## config.mk

```make
export PLATFORM = sky130hd
export DESIGN_NAME = adc_seq
export DESIGN_NICKNAME = d
export VERILOG_FILES = /design/src/rtl/adc_seq_pkg.sv /design/src/rtl/adc_seq_ctrl.sv /design/src/rtl/adc_sar_core.sv /design/src/rtl/adc_result_fmt.sv /design/src/rtl/adc_seq.sv
export SDC_FILE = /design/constraint.sdc
export NUM_CORES = 1
export LEC_CHECK = 0
export ABC_AREA = 1
export BUFFER_PORTS_ARGS = -buffer_cell sky130_fd_sc_hd__buf_2
export CORE_MARGIN = 5
export CORE_UTILIZATION = 30
export CTS_CLUSTER_DIAMETER = 60
export DETAILED_ROUTE_END_ITERATION = 16
export PLACE_DENSITY = 0.59
export RECOVER_POWER = 50
export SETUP_SLACK_MARGIN = 0.4
export SLEW_MARGIN = 20
export SYNTH_ARGS = -nofsm -noshare
export SYNTH_HDL_FRONTEND = slang
export SYNTH_HIERARCHICAL = 1
export SYNTH_SLANG_ARGS = --single-unit
```

## constraint.sdc

```tcl
create_clock -name clk_i -period 2.16 [get_ports clk_i]
set_clock_uncertainty 0.1 [all_clocks]
set_input_delay 0.216 -clock clk_i [delete_from_list [all_inputs] [get_ports clk_i]]
set_output_delay 0.216 -clock clk_i [all_outputs]
set_load 0.02 [all_outputs]
```

## src/rtl/adc_seq_pkg.sv

```systemverilog
package adc_seq_pkg;
  localparam int unsigned RES_W     = 10;
  localparam int unsigned REG_W     = 8;
  localparam int unsigned REC_TICKS = 2;
endpackage

```

## src/rtl/adc_seq_ctrl.sv

```systemverilog
module adc_seq_ctrl #(
  parameter int unsigned REC_TICKS = adc_seq_pkg::REC_TICKS
) (
  input  logic clk_i,
  input  logic rst_ni,
  input  logic tad_tick_i,
  input  logic ctrl_we_i,
  input  logic ctrl_en_i,
  input  logic ctrl_go_i,
  input  logic ctrl_fmt_i,
  input  logic ctrl_ie_i,
  input  logic flag_clr_i,
  input  logic done_i,
  output logic en_o,
  output logic go_o,
  output logic fmt_o,
  output logic ie_o,
  output logic flag_o,
  output logic start_o,
  output logic abort_o,
  output logic acq_o
);
  localparam int unsigned REC_W = $clog2(REC_TICKS + 1);

  logic             en_q, go_q, fmt_q, ie_q, flag_q;
  logic [REC_W-1:0] rec_q;
  logic             rec_busy;

  assign rec_busy = (rec_q != '0);
  // enable must already be set before the write that asks for go
  assign start_o  = ctrl_we_i & ctrl_go_i & ctrl_en_i & en_q & ~go_q & ~rec_busy;
  assign abort_o  = ctrl_we_i & go_q & (~ctrl_go_i | ~ctrl_en_i);

  always_ff @(posedge clk_i or negedge rst_ni) begin
    if (!rst_ni) begin
      en_q   <= 1'b0;
      go_q   <= 1'b0;
      fmt_q  <= 1'b0;
      ie_q   <= 1'b0;
      flag_q <= 1'b0;
      rec_q  <= '0;
    end else begin
      if (ctrl_we_i) begin
        en_q  <= ctrl_en_i;
        fmt_q <= ctrl_fmt_i;
        ie_q  <= ctrl_ie_i;
      end
      if (start_o)              go_q <= 1'b1;
      else if (abort_o | done_i) go_q <= 1'b0;
      if (done_i)          flag_q <= 1'b1;
      else if (flag_clr_i) flag_q <= 1'b0;
      if (abort_o)                     rec_q <= REC_W'(REC_TICKS);
      else if (tad_tick_i && rec_busy) rec_q <= rec_q - 1'b1;
    end
  end

  assign en_o   = en_q;
  assign go_o   = go_q;
  assign fmt_o  = fmt_q;
  assign ie_o   = ie_q;
  assign flag_o = flag_q;
  assign acq_o  = en_q & ~go_q & ~rec_busy;
endmodule

```

## src/rtl/adc_sar_core.sv

```systemverilog
module adc_sar_core #(
  parameter int unsigned RES_W = adc_seq_pkg::RES_W
) (
  input  logic             clk_i,
  input  logic             rst_ni,
  input  logic             tad_tick_i,
  input  logic             start_i,
  input  logic             abort_i,
  input  logic             cmp_i,
  output logic [RES_W-1:0] dac_code_o,
  output logic             done_o,
  output logic [RES_W-1:0] result_o
);
  localparam int unsigned IDX_W = $clog2(RES_W);

  logic             busy_q;
  logic [IDX_W-1:0] idx_q;
  logic [RES_W-1:0] code_q, res_q, trial_mask, kept;

  assign trial_mask = RES_W'(1) << idx_q;
  assign kept       = cmp_i ? code_q : (code_q & ~trial_mask);
  assign done_o     = busy_q & tad_tick_i & ~abort_i & (idx_q == '0);

  always_ff @(posedge clk_i or negedge rst_ni) begin
    if (!rst_ni) begin
      busy_q <= 1'b0;
      idx_q  <= '0;
      code_q <= '0;
    end else if (abort_i) begin
      busy_q <= 1'b0;
      idx_q  <= '0;
      code_q <= '0;
    end else if (start_i) begin
      busy_q <= 1'b1;
      idx_q  <= IDX_W'(RES_W - 1);
      code_q <= RES_W'(1) << (RES_W - 1);
    end else if (busy_q && tad_tick_i) begin
      if (idx_q == '0) begin
        busy_q <= 1'b0;
        code_q <= '0;
      end else begin
        idx_q  <= idx_q - 1'b1;
        code_q <= kept | (trial_mask >> 1);
      end
    end
  end

  always_ff @(posedge clk_i or negedge rst_ni) begin
    if (!rst_ni)     res_q <= '0;
    else if (done_o) res_q <= kept;
  end

  assign dac_code_o = code_q;
  assign result_o   = res_q;
endmodule

```

## src/rtl/adc_result_fmt.sv

```systemverilog
module adc_result_fmt #(
  parameter int unsigned RES_W = adc_seq_pkg::RES_W,
  parameter int unsigned REG_W = adc_seq_pkg::REG_W
) (
  input  logic             fmt_i,
  input  logic [RES_W-1:0] res_i,
  output logic [REG_W-1:0] hi_o,
  output logic [REG_W-1:0] lo_o
);
  localparam int unsigned XW  = RES_W - REG_W;
  localparam int unsigned CW  = RES_W + REG_W;

  logic [REG_W-1:0] hi_left, lo_left, hi_right, lo_right;
  logic [CW-1:0]    padded, shifted;

  assign padded   = {res_i, {REG_W{1'b0}}};
  assign shifted  = padded >> XW;
  assign hi_left  = res_i[RES_W-1 -: REG_W];
  assign lo_left  = shifted[REG_W-1:0];
  assign hi_right = REG_W'(res_i >> REG_W);
  assign lo_right = res_i[REG_W-1:0];

  assign hi_o = fmt_i ? hi_right : hi_left;
  assign lo_o = fmt_i ? lo_right : lo_left;
endmodule

```

## src/rtl/adc_seq.sv

```systemverilog
module adc_seq #(
  parameter int unsigned RES_W     = adc_seq_pkg::RES_W,
  parameter int unsigned REG_W     = adc_seq_pkg::REG_W,
  parameter int unsigned REC_TICKS = adc_seq_pkg::REC_TICKS
) (
  input  logic             clk_i,
  input  logic             rst_ni,
  input  logic             tad_tick_i,
  input  logic             ctrl_we_i,
  input  logic             ctrl_en_i,
  input  logic             ctrl_go_i,
  input  logic             ctrl_fmt_i,
  input  logic             ctrl_ie_i,
  input  logic             flag_clr_i,
  input  logic             cmp_i,
  output logic             en_o,
  output logic             go_o,
  output logic             fmt_o,
  output logic             ie_o,
  output logic             flag_o,
  output logic             irq_o,
  output logic             acq_o,
  output logic [RES_W-1:0] dac_code_o,
  output logic [REG_W-1:0] res_hi_o,
  output logic [REG_W-1:0] res_lo_o
);
  logic             start_w, abort_w, done_w;
  logic [RES_W-1:0] result_w;

  adc_seq_ctrl #(.REC_TICKS(REC_TICKS)) u_ctrl (
    .clk_i(clk_i), .rst_ni(rst_ni), .tad_tick_i(tad_tick_i),
    .ctrl_we_i(ctrl_we_i), .ctrl_en_i(ctrl_en_i), .ctrl_go_i(ctrl_go_i),
    .ctrl_fmt_i(ctrl_fmt_i), .ctrl_ie_i(ctrl_ie_i), .flag_clr_i(flag_clr_i),
    .done_i(done_w), .en_o(en_o), .go_o(go_o), .fmt_o(fmt_o), .ie_o(ie_o),
    .flag_o(flag_o), .start_o(start_w), .abort_o(abort_w), .acq_o(acq_o)
  );

  adc_sar_core #(.RES_W(RES_W)) u_core (
    .clk_i(clk_i), .rst_ni(rst_ni), .tad_tick_i(tad_tick_i),
    .start_i(start_w), .abort_i(abort_w), .cmp_i(cmp_i),
    .dac_code_o(dac_code_o), .done_o(done_w), .result_o(result_w)
  );

  adc_result_fmt #(.RES_W(RES_W), .REG_W(REG_W)) u_fmt (
    .fmt_i(fmt_o), .res_i(result_w), .hi_o(res_hi_o), .lo_o(res_lo_o)
  );

  assign irq_o = flag_o & ie_o;
endmodule

```

After elaboration in Yosys (flattened, before gate mapping)
Index checks and enable logic that the tools add are counted.

storage, ports and cells
  output and inout port bits = 33
  input bits = 10
  register bits = 32

cells by class
  bitwise operators = 23
  shift operators = 1
  add/sub/neg operators = 2
  mux-type cells = 21
  reduce and logical (&&, ||, !) cells = 11
  eq/ne operators = 1

operator list
  cell                                                                 count
  10-bit 2-to-1 mux                                                    5
  4-bit 2-to-1 mux                                                     4
  8-bit 2-to-1 mux                                                     2
  1-bit bitwise AND                                                    13
  10-bit bitwise AND                                                   1
  10-bit NOT                                                           1
  10-bit by 9-bit OR with 10-bit output                                1
  1-bit by 4-bit << shifter with 10-bit output (first input constant)  1
  1-bit 2-to-1 mux                                                     8
  2-bit nonzero test                                                   4
  3-bit nonzero test                                                   2
  1-bit NOT                                                            5
  4-bit logical NOT                                                    1
  2-bit 2-to-1 mux                                                     2
  2-bit AND reduction                                                  2
  4-bit by 1-bit subtractor with 4-bit output (second input constant)  1
  3-bit by 2-bit != test with 1-bit output (second input constant)     1
  1-bit logical AND                                                    2
  1-bit OR                                                             2
  2-bit by 1-bit subtractor with 2-bit output (second input constant)  1

Longest topological paths before layout
Gate-level depths: netlist of the first run.

  depth in word-level cells = 9
  mapped depth = 13
  gate-level depth less buffers = 13

Cells and area by module
Netlist of the first run, hierarchy kept.

modules (own cells, without submodules)
  module          sequential area each (sq um)  area each (sq um)  times used  cells an instance
  adc_sar_core    625.6                         1368.8             1           177
  adc_seq_ctrl    175.2                         336.6              1           43
  adc_result_fmt  0.0                           165.2              1           39
  adc_seq         0.0                           7.5                1           2

Worst setup path before layout of the first run
Ideal clock, no wire load.

  path type = register to register
  start = reg u_ctrl.rec_q[0]
  end = reg u_core.code_q[9], in the netlist u_core/dac_code_o[9]
  data arrival time = 1649 ps
  stages on the path, launching flop included = 14
  library setup time = 131 ps
  setup slack = 280 ps
  required time = 1929 ps
  path through = dfrtp_1 -> inv_1 -> ha_1 -> nand2_1 -> nor2_1 -> nand2_1 -> inv_1 -> nor2_1 -> nand2_1 -> inv_2 -> nand2_1 -> nand2_1 -> inv_1 -> o21ai_0

on the way
  cells in the longest elaborated chain, start to end = 5
  elaborated cells on any way between the ends = 6

ends and longest elaborated chain
  element                 line                text
  from (decl)             adc_seq_ctrl.sv:26  logic [REC_W-1:0] rec_q;
  from (signal assigned)  adc_seq_ctrl.sv:52  if (abort_o) rec_q <= REC_W'(REC_TICKS);
  from (signal assigned)  adc_seq_ctrl.sv:53  else if (tad_tick_i && rec_busy) rec_q <= rec_q - 1'b1;
  2-bit nonzero test (*)  adc_seq_ctrl.sv:29  assign rec_busy = (rec_q != '0);
  1-bit NOT (*)           adc_seq_ctrl.sv:31  assign start_o = ctrl_we_i & ctrl_go_i & ctrl_en_i & en_q & ~go_q & ~rec_busy;
  1-bit bitwise AND (*)   adc_seq_ctrl.sv:31
  net start_w             adc_seq.sv:27       logic start_w, abort_w, done_w;
  10-bit 2-to-1 mux       adc_sar_core.sv:33  end else if (start_i) begin
  10-bit 2-to-1 mux       adc_sar_core.sv:29  end else if (abort_i) begin
  to (signal assigned)    adc_sar_core.sv:36  code_q <= RES_W'(1) << (RES_W - 1);
  to (signal assigned)    adc_sar_core.sv:43  code_q <= kept | (trial_mask >> 1);
  to (decl)               adc_sar_core.sv:18  logic [RES_W-1:0] code_q, res_q, trial_mask, kept;

The timed path passes the listed nets; every way through them passes the cells marked *.
A chain may end at the register's enable or synchronous reset.

Worst setup path after layout of the first run
  start = reg u_ctrl.fmt_q, in the netlist u_ctrl/fmt_o
  end = out res_lo_o[6]

on the way
  cells in the longest elaborated chain, start to end = 1

ends and longest elaborated chain
  element                 line                  text
  from (decl)             adc_seq_ctrl.sv:25    logic en_q, go_q, fmt_q, ie_q, flag_q;
  from (signal assigned)  adc_seq_ctrl.sv:45    fmt_q <= ctrl_fmt_i;
  8-bit 2-to-1 mux        adc_result_fmt.sv:24  assign lo_o = fmt_i ? lo_right : lo_left;
  to (decl)               adc_seq.sv:25         output logic [REG_W-1:0] res_lo_o

Every way passes these cells.

==> results of run 1 <==
==> cell families after synthesis <==
group	share of synthesized area
buf+inv	0.119
compound gates	0.0793
flops	0.426
simple gates	0.336
fa+ha+maj	0.0400
==> how the worst min path moves through the flow <==
| stage | startpoint | to | cells past startpoint |
|---|---|---|---|
| 3_5_place_dp | rst_ni | u_ctrl/rec_q[1] | 1 |
| 3_3_place_gp | rst_ni | u_ctrl/rec_q[1] | 1 |
| 4_1_cts | flag_clr_i | u_ctrl/flag_o | 2 |
| 6_report | flag_clr_i | u_ctrl/flag_o | 2 |
| 5_1_grt | flag_clr_i | u_ctrl/flag_o | 2 |
| 2_1_floorplan | rst_ni | u_core/busy_q | 0 |
==> sequential cells by signal, summed over array words and instances (netlist names) <==
| register | cells |
|---|---|
| u_core/dac_code_o | 10 |
| u_core/result_o | 10 |
| u_core/idx_q | 4 |
| u_ctrl/rec_q | 2 |
| u_core/busy_q | 1 |
| u_ctrl/en_o | 1 |
| u_ctrl/flag_o | 1 |
| u_ctrl/fmt_o | 1 |
| u_ctrl/go_o | 1 |
| u_ctrl/ie_o | 1 |
==> worst reg2reg max path, cell delays in order, from the launching register on <==
cell and delay (ns):
dfrtp_1 0.38, inv_1 0.09, ha_1 0.17, nand2_1 0.09, nor2_4 0.08, nand2_1 0.07, inv_2 0.11, nor2_2 0.06
nand2_1 0.11, inv_4 0.08, nand2_1 0.06, nand2_1 0.04, inv_1 0.04, o21ai_0 0.06
==> where the power goes <==
group | internal, W | total (W) | switching (W) | leakage (nW)
clock | 0.000219 | 0.000421 | 0.000203 | 0.0410
combinational | 0.000372 | 0.00111 | 0.000736 | 0.805
sequential | 0.000764 | 0.000951 | 0.000187 | 0.428
==> layout by cell type, fill, tap and decap left out, drive strengths merged <==
master / n
nand2: 117
inv: 42
o21bai: 1
buf: 30
clkinv: 2
clkbuf: 20
o211ai: 1
dlygate4sd3: 1
ha: 6
dfrtp: 32
nand3: 11
a21oi: 1
o21ai: 19
nor2: 22
nor3: 1
nand3b: 1
==> layout make-up <==
class / count / area, sq um
timing repair buffer: 45 / 223
tap: 75 / 93.8
fill: 644 / 3770
multi-input combinational: 180 / 865
clock buffer: 6 / 72.6
sequential: 32 / 801
clock inverter: 1 / 5.00
inverter: 43 / 164
==> stage by stage <==
step	instance area, sq um	cells	utilization	setup slack (ns)
after floorplan	1890	261	-	0.454
after global placement	2140	373	0.357	0.470
after detailed placement	2140	373	0.357	0.392
after CTS	2230	381	0.372	0.402
after global routing	2220	382	0.371	0.212
final	2220	382	0.371	0.447
==> layer usage <==
layer,up-vias,part of all wire,wire length [microns]
met5,-,0,0
met4,0,0.0082,34
met3,4,0.065,269
met2,41,0.45,1870
met1,702,0.48,1970
li1,880,-,-
==> timing repair <==
action | CTS | global route
endpoints found under the setup margin | 1 | 18
setup buffers | 0 | 1
gates resized for setup | 1 | 5
hold endpoints to repair | 32 | 0
hold buffers | 1 | 0
==> report_table.html, run 1 <==
<table>
<tr><th>Metric</th><th>Value</th></tr>
<tr><th colspan="2">Setup path</th></tr>
<tr><td>Worst Path Max Fanout</td><td>19</td></tr>
<tr><td>Source of the worst register-to-register timing path</td><td>u_ctrl/rec_q[0]</td></tr>
<tr><td>Worst EP required</td><td>1.84 ns</td></tr>
<tr><td>Capture point of the worst reg-to-reg path</td><td>u_core/dac_code_o[9]</td></tr>
<tr><td>Dominant cell type by count on the critical path</td><td>nand2_1</td></tr>
<tr><td>Buffers plus inverters on the worst setup path</td><td>2</td></tr>
<tr><td>Critical path start-end classification</td><td>register to output pin</td></tr>
<tr><td>Depth of the worst register-to-register path</td><td>13</td></tr>
<tr><td>Data arrival time at the worst-slack endpoint</td><td>1.40 ns</td></tr>
<tr><td>CP startpoint</td><td>u_ctrl/fmt_o</td></tr>
<tr><td>Crit path max-delay family</td><td>flip-flops</td></tr>
<tr><td>Crit end category</td><td>output pin</td></tr>
<tr><td>Path length in cells of the critical path</td><td>4</td></tr>
<tr><td>End point of the critical path</td><td>res_lo_o[6]</td></tr>
<tr><td>Register-to-register setup slack</td><td>0.49 ns</td></tr>
<tr><td>Slowest stage cell on the critical path</td><td>dfrtp_1</td></tr>
<tr><td>Startpoint types</td><td>register</td></tr>
<tr><td>Cell-by-cell listing of the critical path</td><td>inv_1, nand2_1, nand2_1, buf_2</td></tr>
<tr><td>Largest stage delay on the critical path</td><td>0.65 ns</td></tr>
<tr><th colspan="2">Floorplan</th></tr>
<tr><td>Die Span X</td><td>89.1 microns</td></tr>
<tr><td>Height of the die</td><td>89.1 microns</td></tr>
<tr><td>Initial Util</td><td>0.313</td></tr>
<tr><td>I/O Pins</td><td>43</td></tr>
<tr><td>Core box area</td><td>5990 sq um</td></tr>
<tr><td>Number of cell rows</td><td>28</td></tr>
<tr><td>Floorplan die area</td><td>7940 sq um</td></tr>
<tr><th colspan="2">Layout</th></tr>
<tr><td>Diode insertion count for antenna repair</td><td>0</td></tr>
<tr><td>Area Growth Syn to Fin</td><td>18.4%</td></tr>
<tr><td>Final net count</td><td>323</td></tr>
<tr><td>Proportion of layout cells with a drive suffix above 1</td><td>0.195</td></tr>
<tr><th colspan="2">Yosys</th></tr>
<tr><td>Flop and latch count out of synthesis</td><td>32</td></tr>
<tr><td>Post-Syn Area</td><td>1880 sq um</td></tr>
<tr><td>Number of unique standard cell types used by synthesis</td><td>25</td></tr>
<tr><td>Post-synthesis async set-or-reset flop share</td><td>1.00</td></tr>
<tr><td>Most numerous cell in the Yosys netlist</td><td>nand2_1</td></tr>
<tr><td>Synth warnings</td><td>6</td></tr>
<tr><td>Number of enable-type register cells in the synthesized netlist</td><td>0</td></tr>
<tr><td>Top cells by instance count after synthesis</td><td>nand2_1, inv_1, dfrtp_1</td></tr>
<tr><td>Avg Inst Size Synth</td><td>~7.2 sq um</td></tr>
<tr><td>Synth area leader</td><td>dfrtp_1</td></tr>
<tr><td>Part of the Yosys area used for sequential elements</td><td>0.426</td></tr>
<tr><td>Mapped Nets</td><td>around 280</td></tr>
<tr><td>Fraction of post-synthesis cell area in the top cell type by area</td><td>0.426</td></tr>
<tr><td>Primary flip-flop cell chosen by synthesis mapping</td><td>dfrtp_1</td></tr>
<tr><td>Gate count of the mapped netlist</td><td>261</td></tr>
<tr><td>Ranking of synthesized cells by area</td><td>dfrtp_1, nand2_1, inv_1</td></tr>
<tr><th colspan="2">Clocking</th></tr>
<tr><td>TritonCTS buffer count</td><td>5</td></tr>
<tr><td>Count of H-tree levels built during CTS</td><td>2</td></tr>
<tr><td>Insertion delay to the later sink of the worst-skew pair</td><td>around 0.28 ns</td></tr>
<tr><td>Clock Tree Root</td><td>clkbuf_8</td></tr>
<tr><td>Largest buffer count on any clock path</td><td>2</td></tr>
<tr><td>Num Clock Sinks</td><td>32</td></tr>
<tr><td>Post-CTS clock slew at the launch and capture registers of the worst setup and hold paths</td><td>0.06 ns</td></tr>
<tr><td>Clock tree from TritonCTS</td><td>built</td></tr>
<tr><th colspan="2">Global route</th></tr>
<tr><td>Overall global routing resource usage</td><td>0.114</td></tr>
<tr><td>Initial antenna violation count</td><td>0</td></tr>
<tr><td>Overflow left after global routing</td><td>0</td></tr>
<tr><td>Maximum number of pins on one net before global-route repair</td><td>33</td></tr>
<tr><td>Wire length of the first global-routing pass</td><td>6990 microns</td></tr>
<tr><td>Via count of the first global-routing pass</td><td>1514</td></tr>
<tr><td>Met1 demand-to-capacity share in global routing</td><td>0.148</td></tr>
<tr><td>GR met2 Demand/Resource</td><td>0.183</td></tr>
<tr><td>M3 GR Usage</td><td>0.0341</td></tr>
<tr><td>GRT busiest layer</td><td>met2</td></tr>
<tr><th colspan="2">Detailed routing</th></tr>
<tr><td>Drt drc</td><td>0</td></tr>
<tr><td>Number of detailed-routing iterations run before antenna repair</td><td>4</td></tr>
<tr><td>Routed WL</td><td>~4100 microns</td></tr>
<tr><td>Total via count after detailed routing</td><td>1627</td></tr>
<tr><td>Via density</td><td>4.26</td></tr>
<tr><td>Final antenna-violating net count</td><td>0</td></tr>
<tr><td>Initial detailed-routing violation count</td><td>55</td></tr>
<tr><td>Average routed wire per standard cell</td><td>10.8 microns</td></tr>
<tr><th colspan="2">Timing</th></tr>
<tr><td>Highest clock rate</td><td>0.584 GHz</td></tr>
<tr><td>Final clock period utilization by the worst path</td><td>0.793</td></tr>
<tr><td>Post-layout min period</td><td>1.71 ns</td></tr>
<tr><td>Remaining max-slew budget at the tightest pin</td><td>0.472</td></tr>
<tr><td>Final-report max-slew violation count</td><td>0</td></tr>
<tr><td>Final hold slack</td><td>0.0189 ns</td></tr>
<tr><td>Setup-failing EPs final</td><td>0</td></tr>
<tr><td>Unrepaired setup endpoints after global routing</td><td>yes</td></tr>
<tr><td>Sum of negative setup slack</td><td>0 ns</td></tr>
<tr><td>Number of hold violations in the final report</td><td>0</td></tr>
<tr><td>Worst Max-Slew Pin Slew</td><td>0.792 ns</td></tr>
<tr><th colspan="2">Place</th></tr>
<tr><td>Number of buffers inserted by port buffering</td><td>42</td></tr>
<tr><td>Weighted congestion at the end of routability-driven global placement</td><td>0.792</td></tr>
<tr><td>Detailed-placement wirelength estimate</td><td>between 3000 and 4000 microns</td></tr>
<tr><th colspan="2">Power and ir drop</th></tr>
<tr><td>Total power of the final layout</td><td>0.00248 W</td></tr>
<tr><td>Cell Pwr Density</td><td>1120 nW/um^2</td></tr>
<tr><td>Maximum vdd drop</td><td>0.340 mV</td></tr>
<tr><td>Leakage power total</td><td>roughly 1.3 nW</td></tr>
<tr><th colspan="2">Min path</th></tr>
<tr><td>Tightest Hold Check Type</td><td>input port to register</td></tr>
<tr><th colspan="2">Run status</th></tr>
<tr><td>Run status</td><td>complete, no violations</td></tr>
<tr><th colspan="2">Flow run</th></tr>
<tr><td>Max capacitance violation total</td><td>0</td></tr>
</table>
(Power assumes the default switching activity.)
==> run 2: changes to the inputs <==
==> constraint.sdc (replaced) <==
create_clock -name clk_i -period 1.6 [get_ports clk_i]
set_clock_uncertainty 0.1 [all_clocks]
set_input_delay 0.16 -clock clk_i [delete_from_list [all_inputs] [get_ports clk_i]]
set_output_delay 0.16 -clock clk_i [all_outputs]
set_load 0.02 [all_outputs]
==> run 2 against run 1 <==
Compared with the run above: power up 77%; cell count up 8.4%; final area up 36%; critical endpoint is now u_core/dac_code_o[3]; largest power group unchanged.
==> report_table.html, run 2 (synthesis results as in run 1) <==
<table>
<tr><th>Metric</th><th>Value</th></tr>
<tr><th colspan="2">Timing</th></tr>
<tr><td>Final hold slack</td><td>0.0416 ns (+0.0227 ns)</td></tr>
<tr><td>Remaining max-slew budget at the tightest pin</td><td>0.701 (+0.229)</td></tr>
<tr><td>Final-report max-slew violation count</td><td>0 (unchanged)</td></tr>
<tr><td>Final clock period utilization by the worst path</td><td>0.961</td></tr>
<tr><td>Unrepaired setup endpoints after global routing</td><td>yes</td></tr>
<tr><td>Highest clock rate</td><td>0.650 GHz</td></tr>
<tr><td>Worst Max-Slew Pin Slew</td><td>0.449 ns (-0.343 ns)</td></tr>
<tr><td>Setup-failing EPs final</td><td>0 (unchanged)</td></tr>
<tr><td>Number of hold violations in the final report</td><td>0 (unchanged)</td></tr>
<tr><td>Post-route setup slack</td><td>0.0621 ns (-0.385 ns)</td></tr>
<tr><td>Post-layout min period</td><td>1.54 ns</td></tr>
<tr><th colspan="2">Min path</th></tr>
<tr><td>Number of instances on the worst hold path</td><td>3 (+1)</td></tr>
<tr><td>Min-Delay Endpoint</td><td>u_ctrl/en_o</td></tr>
<tr><td>Worst hold start</td><td>ctrl_en_i</td></tr>
<tr><td>Tightest Hold Check Type</td><td>input port to register</td></tr>
<tr><th colspan="2">Layout</th></tr>
<tr><td>Area Growth Syn to Fin</td><td>60.8%</td></tr>
<tr><td>Proportion of layout cells with a drive suffix above 1</td><td>0.454 (+0.259)</td></tr>
<tr><td>Diode insertion count for antenna repair</td><td>0 (unchanged)</td></tr>
<tr><td>Final net count</td><td>355 (+9.9%)</td></tr>
<tr><td>Most frequent standard cell in the layout excluding fill and tap cells</td><td>nand2_1</td></tr>
<tr><td>Utilization after layout</td><td>0.504 (+0.133)</td></tr>
<tr><td>Most used cells in the layout excluding fill and tap cells</td><td>nand2_1, dfrtp_1, inv_1, buf_6</td></tr>
<tr><th colspan="2">Flow run</th></tr>
<tr><td>Max capacitance violation total</td><td>0 (unchanged)</td></tr>
<tr><th colspan="2">Floorplan</th></tr>
<tr><td>Die Span X</td><td>89.1 microns (unchanged)</td></tr>
<tr><td>Initial Util</td><td>0.313 (unchanged)</td></tr>
<tr><td>Height of the die</td><td>89.1 microns (unchanged)</td></tr>
<tr><td>Number of cell rows</td><td>28 (unchanged)</td></tr>
<tr><td>Floorplan die area</td><td>7940 sq um (unchanged)</td></tr>
<tr><td>Core box area</td><td>5990 sq um (unchanged)</td></tr>
<tr><td>I/O Pins</td><td>43 (unchanged)</td></tr>
<tr><th colspan="2">Place</th></tr>
<tr><td>Weighted congestion at the end of routability-driven global placement</td><td>0.786 (-0.72%)</td></tr>
<tr><td>Detailed-placement wirelength estimate</td><td>3280 microns (+5.5%)</td></tr>
<tr><td>Worst slack at placement</td><td>-0.00396 ns (-0.396 ns)</td></tr>
<tr><td>Number of buffers inserted by port buffering</td><td>42 (unchanged)</td></tr>
<tr><th colspan="2">Setup path</th></tr>
<tr><td>Worst Path Max Fanout</td><td>5 (-14)</td></tr>
<tr><td>Cell-by-cell listing of the critical path</td><td>inv_2, ha_4, nand2_4, nor2_4, nand2_2, inv_4, nor2_4, nand2_4, clkinvlp_4, nand2_1, nand2_1</td></tr>
<tr><td>Register-to-register setup slack</td><td>0.06 ns (-0.43 ns)</td></tr>
<tr><td>Largest stage delay on the critical path</td><td>0.39 ns (-0.26 ns)</td></tr>
<tr><td>Startpoint types</td><td>register</td></tr>
<tr><td>Depth of the worst register-to-register path</td><td>11 (-2)</td></tr>
<tr><td>Worst EP required</td><td>1.68 ns (-0.16 ns)</td></tr>
<tr><td>Critical path start-end classification</td><td>register to register</td></tr>
<tr><td>Buffers plus inverters on the worst setup path</td><td>3 (+1)</td></tr>
<tr><td>Source of the worst register-to-register timing path</td><td>u_ctrl/rec_q[0]</td></tr>
<tr><td>Crit path max-delay family</td><td>simple AND/OR/NAND/NOR gates</td></tr>
<tr><td>Data arrival time at the worst-slack endpoint</td><td>1.62 ns (+0.22 ns)</td></tr>
<tr><td>Crit end category</td><td>register</td></tr>
<tr><td>Slowest stage cell on the critical path</td><td>dfrtp_1</td></tr>
<tr><td>Capture point of the worst reg-to-reg path</td><td>u_core/dac_code_o[3]</td></tr>
<tr><th colspan="2">Detailed routing</th></tr>
<tr><td>Number of detailed-routing iterations run before antenna repair</td><td>4 (unchanged)</td></tr>
<tr><td>Routed WL</td><td>5010 microns (+21%)</td></tr>
<tr><td>Metal-1 WL</td><td>2120 microns (+7.6%)</td></tr>
<tr><td>Average routed wire per standard cell</td><td>12.1 microns (+12%)</td></tr>
<tr><td>Initial detailed-routing violation count</td><td>91 (+65%)</td></tr>
<tr><td>Total via count after detailed routing</td><td>1844 (+13%)</td></tr>
<tr><td>Top metal layer carrying routed signals</td><td>met4</td></tr>
<tr><td>Via density</td><td>4.45 (+4.6%)</td></tr>
<tr><td>Amount of wire on met3 after detailed routing</td><td>187 microns (-30%)</td></tr>
<tr><td>Drt drc</td><td>0 (unchanged)</td></tr>
<tr><td>Amount of wire on met2 after detailed routing</td><td>2590 microns (+38%)</td></tr>
<tr><td>Final antenna-violating net count</td><td>0 (unchanged)</td></tr>
<tr><th colspan="2">Clocking</th></tr>
<tr><td>TritonCTS buffer count</td><td>5 (unchanged)</td></tr>
<tr><td>Count of H-tree levels built during CTS</td><td>2 (unchanged)</td></tr>
<tr><td>Insertion delay to the later sink of the worst-skew pair</td><td>0.28 ns (about the same)</td></tr>
<tr><td>Clock tree from TritonCTS</td><td>built</td></tr>
<tr><td>Clock Tree Root</td><td>clkbuf_8</td></tr>
<tr><td>Post-CTS clock slew at the launch and capture registers of the worst setup and hold paths</td><td>0.07 ns (about the same)</td></tr>
<tr><td>Num Clock Sinks</td><td>32 (unchanged)</td></tr>
<tr><td>Largest buffer count on any clock path</td><td>2 (unchanged)</td></tr>
<tr><th colspan="2">Power and ir drop</th></tr>
<tr><td>Leakage power total</td><td>1.56 nW (+23%)</td></tr>
<tr><td>Cell Pwr Density</td><td>1450 nW/um^2 (+30%)</td></tr>
<tr><td>Maximum vdd drop</td><td>0.593 mV (+74%)</td></tr>
<tr><th colspan="2">Global route</th></tr>
<tr><td>Overall global routing resource usage</td><td>0.130 (+0.0164)</td></tr>
<tr><td>Overflow left after global routing</td><td>0 (unchanged)</td></tr>
<tr><td>Wire length of the first global-routing pass</td><td>7870 microns (+13%)</td></tr>
<tr><td>Maximum number of pins on one net before global-route repair</td><td>19 (-42%)</td></tr>
<tr><td>Via count of the first global-routing pass</td><td>1705 (+13%)</td></tr>
<tr><td>Initial antenna violation count</td><td>0 (unchanged)</td></tr>
<tr><th colspan="2">Run status</th></tr>
<tr><td>Run status</td><td>complete, no violations</td></tr>
</table>
## run 2: changes by cell type in the layout (fill, tap and decap cells not counted), moves of 12 or more
cell     change
buf_2       -16
buf_6       +22
inv_1       -12
nand2_2     +14
nand2_4     +16
buf_4       +17
nand2_1     -32
## run 2: final cells by class
| type | count | area (sq um) |
|---|---|---|
| fill | 558 | 2970 |
| multi-input combinational | 181 | 1180 |
| sequential | 32 | 805 |
| timing repair buffer | 75 | 661 |
| inverter | 43 | 174 |
| clock buffer | 7 | 96.3 |
| tap | 75 | 93.8 |
| timing repair inverter | 1 | 7.51 |
## run 2: worst register-to-register path: cells and delay by family (launching register included)
family | cells | cell delay, ns
adders and majority gates | 1 | 0.14
buffers and inverters | 3 | 0.31
DFF | 1 | 0.39
and+or+nand+nor | 7 | 0.50
## run 2: per-stage QoR
stage	cells	power [W]	TNS [ns]	area (sq um)
floorplan	261	0.00256	-0.0106	2020
global placement	377	0.00297	0	2320
detailed placement	377	0.00297	-0.00396	2320
CTS	404	0.00402	0	2770
global route	414	0.00471	-0.0462	3020
finish	414	0.00439	0	3020
## run 2: how the worst max path moves through the flow
| stage | endpoint | slack [ns] | start | depth (start not counted) |
|---|---|---|---|---|
| after floorplan | u_core/dac_code_o[9] | -0.01 | u_ctrl/rec_q[0] | 13 |
| after global placement | u_core/dac_code_o[9] | 0.05 | u_ctrl/rec_q[0] | 13 |
| after detailed placement | u_core/dac_code_o[9] | -0.004 | u_ctrl/rec_q[0] | 13 |
| after CTS | u_core/dac_code_o[2] | 0.06 | u_ctrl/rec_q[0] | 11 |
| after global routing | u_core/dac_code_o[6] | -0.02 | u_ctrl/rec_q[0] | 11 |
| final | u_core/dac_code_o[3] | 0.06 | u_ctrl/rec_q[0] | 11 |
## run 2: power by group
| group | internal, W | total [W] | switching [W] |
|---|---|---|---|
| Combinational | 0.00104 | 0.00239 | 0.00135 |
| Clock | 0.000383 | 0.000676 | 0.000293 |
| Sequential | 0.00104 | 0.00132 | 0.000284 |
| Total | 0.00247 | 0.00439 | 0.00193 |
## run 2: metal layers
layer  vias up  global-route usage
met5         -                   0
li1        949                   -
met4         0              0.0636
met3         7              0.0276
met2        35               0.218
met1       853               0.159
## run 2: timing repair
| action | CTS | global route |
|---|---|---|
| resized for setup | 54 | 56 |
| endpoints found under the hold margin | 20 | 0 |
| endpoints found under the setup margin | 46 | 47 |
| gates cloned | 4 | 1 |
| pin swaps | 29 | 17 |
| hold buffers | 4 | 0 |
| setup buffers | 12 | 9 |
==> run 3: changes to the inputs <==
--- a/config.mk
+++ b/config.mk
@@ -8,10 +8,10 @@
 export ABC_AREA = 1
 export BUFFER_PORTS_ARGS = -buffer_cell sky130_fd_sc_hd__buf_2
 export CORE_MARGIN = 5
-export CORE_UTILIZATION = 30
+export CORE_UTILIZATION = 40
 export CTS_CLUSTER_DIAMETER = 60
 export DETAILED_ROUTE_END_ITERATION = 16
-export PLACE_DENSITY = 0.59
+export PLACE_DENSITY = 0.72
 export RECOVER_POWER = 50
 export SETUP_SLACK_MARGIN = 0.4
 export SLEW_MARGIN = 20
==> run 3 against run 2 <==
Compared with the run above: count of clock-buffer cells in the layout unchanged; combinational power down 6%; utilization up 10 points; maximum frequency down 2.5%; via count about the same; largest power group unchanged; first-iteration DRC count up 6.6%; hold slack better by 0.0023 ns; die area down 22%; power down 3.5%; final area down 7.5%; setup slack worse by 0.039 ns; global-route usage up 3.1 points.
==> report_table.html, run 3 (synthesis results as in run 1) <==
<table>
<tr><th>Metric</th><th>Value</th></tr>
<tr><th colspan="2">Power and ir drop</th></tr>
<tr><td>Part of the power in combinational logic</td><td>0.530 (-0.015)</td></tr>
<tr><td>Total internal power</td><td>0.00235 W (-4.6%)</td></tr>
<tr><td>Clock share of power</td><td>0.161 (+0.007)</td></tr>
<tr><td>Cell Pwr Density</td><td>1520 nW/um^2 (+4.3%)</td></tr>
<tr><td>Leakage power total</td><td>1.48 nW (-5.3%)</td></tr>
<tr><td>Maximum vdd drop</td><td>0.650 mV (+9.6%)</td></tr>
<tr><td>Sw Ratio</td><td>0.445 (+0.00627)</td></tr>
<tr><td>Sequential share of power</td><td>0.309 (+0.008)</td></tr>
<tr><td>Total power of the final layout</td><td>0.00424 W (-3.5%)</td></tr>
<tr><td>Switching power</td><td>0.00189 W (-2.1%)</td></tr>
<tr><th colspan="2">Floorplan</th></tr>
<tr><td>Height of the die</td><td>78.5 microns (-12%)</td></tr>
<tr><td>Floorplan die area</td><td>6170 sq um (-22%)</td></tr>
<tr><td>Number of cell rows</td><td>25 (-11%)</td></tr>
<tr><td>I/O Pins</td><td>43 (unchanged)</td></tr>
<tr><td>Die Span X</td><td>78.5 microns (-12%)</td></tr>
<tr><td>Core box area</td><td>4630 sq um (-23%)</td></tr>
<tr><td>Initial Util</td><td>0.406 (+0.0922)</td></tr>
<tr><th colspan="2">Layout</th></tr>
<tr><td>Final std cells w/o fill</td><td>389 (-6.0%)</td></tr>
<tr><td>Area Growth Syn to Fin</td><td>48.8%</td></tr>
<tr><td>Layout fillers</td><td>382 (-32%)</td></tr>
<tr><td>Most frequent standard cell in the layout excluding fill and tap cells</td><td>nand2_1</td></tr>
<tr><td>Diode insertion count for antenna repair</td><td>0 (unchanged)</td></tr>
<tr><td>Proportion of layout cells with a drive suffix above 1</td><td>0.415 (-0.0394)</td></tr>
<tr><td>Most used cells in the layout excluding fill and tap cells</td><td>nand2_1, inv_1, buf_2, dfrtp_1, nand2_2</td></tr>
<tr><td>Final net count</td><td>351 (-1.1%)</td></tr>
<tr><th colspan="2">Detailed routing</th></tr>
<tr><td>Total via count after detailed routing</td><td>1845 (+0.054%)</td></tr>
<tr><td>Final antenna-violating net count</td><td>0 (unchanged)</td></tr>
<tr><td>Routed WL</td><td>5040 microns (+0.54%)</td></tr>
<tr><td>Average routed wire per standard cell</td><td>13.0 microns (+7.0%)</td></tr>
<tr><td>Number of detailed-routing iterations run before antenna repair</td><td>4 (unchanged)</td></tr>
<tr><td>Initial detailed-routing violation count</td><td>97 (+6.6%)</td></tr>
<tr><td>Drt drc</td><td>0 (unchanged)</td></tr>
<tr><td>Via density</td><td>4.74 (+6.5%)</td></tr>
<tr><th colspan="2">Timing</th></tr>
<tr><td>Final clock period utilization by the worst path</td><td>0.986 (+0.0244)</td></tr>
<tr><td>Sum of negative setup slack</td><td>0 ns (unchanged)</td></tr>
<tr><td>Highest clock rate</td><td>0.634 GHz (-2.5%)</td></tr>
<tr><td>Number of hold violations in the final report</td><td>0 (unchanged)</td></tr>
<tr><td>Post-layout min period</td><td>1.58 ns (+0.0390 ns)</td></tr>
<tr><td>Setup-failing EPs final</td><td>0 (unchanged)</td></tr>
<tr><td>Unrepaired setup endpoints after global routing</td><td>yes</td></tr>
<tr><td>Worst Max-Slew Pin Slew</td><td>0.770 ns (+0.320 ns)</td></tr>
<tr><td>Final hold slack</td><td>0.0439 ns (+0.00230 ns)</td></tr>
<tr><td>Final-report max-slew violation count</td><td>0 (unchanged)</td></tr>
<tr><td>Post-route setup slack</td><td>0.0231 ns (-0.0390 ns)</td></tr>
<tr><td>Remaining max-slew budget at the tightest pin</td><td>0.487 (-0.214)</td></tr>
<tr><th colspan="2">Setup path</th></tr>
<tr><td>Path length in cells of the critical path</td><td>13 (+2)</td></tr>
<tr><td>Largest stage delay on the critical path</td><td>0.39 ns (about the same)</td></tr>
<tr><td>Register-to-register setup slack</td><td>0.02 ns (-0.04 ns)</td></tr>
<tr><td>Critical path start-end classification</td><td>register to register</td></tr>
<tr><td>Crit end category</td><td>register</td></tr>
<tr><td>Crit path max-delay family</td><td>simple AND/OR/NAND/NOR gates</td></tr>
<tr><td>Worst Path Max Fanout</td><td>5 (unchanged)</td></tr>
<tr><td>Data arrival time at the worst-slack endpoint</td><td>1.65 ns (+0.03 ns)</td></tr>
<tr><td>Worst EP required</td><td>1.68 ns (about the same)</td></tr>
<tr><td>Startpoint types</td><td>register</td></tr>
<tr><td>Slowest stage cell on the critical path</td><td>dfrtp_1</td></tr>
<tr><td>Cell-by-cell listing of the critical path</td><td>inv_2, ha_4, nand2_4, nor2_4, nand2_2, inv_4, nor2_4, nand2_4, clkinv_4, nand2_2, nand2_1, inv_1, o21ai_1</td></tr>
<tr><td>Depth of the worst register-to-register path</td><td>13 (+2)</td></tr>
<tr><td>Buffers plus inverters on the worst setup path</td><td>4 (+1)</td></tr>
<tr><th colspan="2">Run status</th></tr>
<tr><td>Run status</td><td>complete, no violations</td></tr>
<tr><th colspan="2">Min path</th></tr>
<tr><td>Tightest Hold Check Type</td><td>input port to register</td></tr>
<tr><td>Number of instances on the worst hold path</td><td>3 (unchanged)</td></tr>
<tr><th colspan="2">Clocking</th></tr>
<tr><td>Largest buffer count on any clock path</td><td>2 (unchanged)</td></tr>
<tr><td>Count of H-tree levels built during CTS</td><td>2 (unchanged)</td></tr>
<tr><td>Clock tree from TritonCTS</td><td>built</td></tr>
<tr><td>Insertion delay to the later sink of the worst-skew pair</td><td>0.29 ns (about the same)</td></tr>
<tr><td>TritonCTS buffer count</td><td>5 (unchanged)</td></tr>
<tr><td>Post-CTS clock slew at the launch and capture registers of the worst setup and hold paths</td><td>0.07 ns (about the same)</td></tr>
<tr><td>Num Clock Sinks</td><td>32 (unchanged)</td></tr>
<tr><td>Clock Tree Root</td><td>clkbuf_8</td></tr>
<tr><th colspan="2">Place</th></tr>
<tr><td>Worst slack at placement</td><td>-0.0166 ns (-0.0126 ns)</td></tr>
<tr><td>Weighted congestion at the end of routability-driven global placement</td><td>0.784 (-0.19%)</td></tr>
<tr><td>Cells after DPL</td><td>357 (-5.3%)</td></tr>
<tr><td>Number of buffers inserted by port buffering</td><td>42 (unchanged)</td></tr>
<tr><td>Detailed-placement wirelength estimate</td><td>3160 microns (-3.7%)</td></tr>
<tr><th colspan="2">Flow run</th></tr>
<tr><td>Max capacitance violation total</td><td>0 (unchanged)</td></tr>
<tr><th colspan="2">Global route</th></tr>
<tr><td>Maximum number of pins on one net before global-route repair</td><td>21 (+2)</td></tr>
<tr><td>Wire length of the first global-routing pass</td><td>7890 microns (+0.18%)</td></tr>
<tr><td>Overall global routing resource usage</td><td>0.161 (+0.0310)</td></tr>
<tr><td>Via count of the first global-routing pass</td><td>1730 (+1.5%)</td></tr>
<tr><td>Initial antenna violation count</td><td>0 (unchanged)</td></tr>
<tr><td>Overflow left after global routing</td><td>0 (unchanged)</td></tr>
</table>
==> run 3: area by class of cell <==
cell class | count | area [sq um] | area share
flip-flops and latches | 32 | 805 | 0.288
repair inverters | 1 | 5.00 | 0.00179
repair buffers | 71 | 539 | 0.193
inverters | 43 | 179 | 0.0640
multi-input cells | 181 | 1100 | 0.395
clock buffers | 7 | 96.3 | 0.0345
well taps | 54 | 67.6 | 0.0242
==> run 3: per-stage QoR <==
step / util / area [sq um]
4_1_cts: 0.568 / 2630
2_1_floorplan: - / 2020
3_5_place_dp: 0.496 / 2300
3_3_place_gp: 0.496 / 2300
6_report: 0.604 / 2800
5_1_grt: 0.604 / 2800
==> run 3: final timing paths <==
path                                 startpoint                   end
max                             u_ctrl/rec_q[0]  u_core/dac_code_o[9]
min                                   ctrl_en_i           u_ctrl/en_o
max reg2reg                     u_ctrl/rec_q[0]  u_core/dac_code_o[9]
min reg2reg                u_core/dac_code_o[6]  u_core/dac_code_o[6]
max in group asynchronous                rst_ni    u_core/result_o[2]
min in group asynchronous                rst_ni         u_core/busy_q
==> run 3: routing by layer <==
| layer | GRT usage | wire length, microns | up-vias |
|---|---|---|---|
| met5 | 0 | 0 | - |
| met4 | 0.0629 | 68 | 0 |
| met3 | 0.0333 | 208 | 6 |
| met2 | 0.284 | 2600 | 42 |
| met1 | 0.191 | 2160 | 856 |
| li1 | - | - | 941 |
==> run 3: tightest hold or removal path, stage by stage <==
cell	delay, ns
buf_2	0.09
nand2_2	0.06
o21ai_0	0.08
==> run 3: what timing repair did <==
item                                    in CTS  in global routing
endpoints found under the setup margin      44                 48
pin swaps                                    9                 13
buffers inserted                             7                  9
hold buffers                                 4                  0
resized for setup                           19                 30
gates cloned                                 4                  1
endpoints found under the hold margin       35                  0
==> run 3: power groups by stage <==
| stage | combinational (W) | clock [W] | sequential [W] |
|---|---|---|---|
| CTS | 0.00195 | 0.000693 | 0.00129 |
| global route | 0.00245 | 0.000742 | 0.00134 |
| global placement | 0.00166 | 0 | 0.00127 |
| finish | 0.00225 | 0.000685 | 0.00131 |
| floorplan | 0.00124 | 0 | 0.00132 |
| detailed placement | 0.00169 | 0 | 0.00128 |
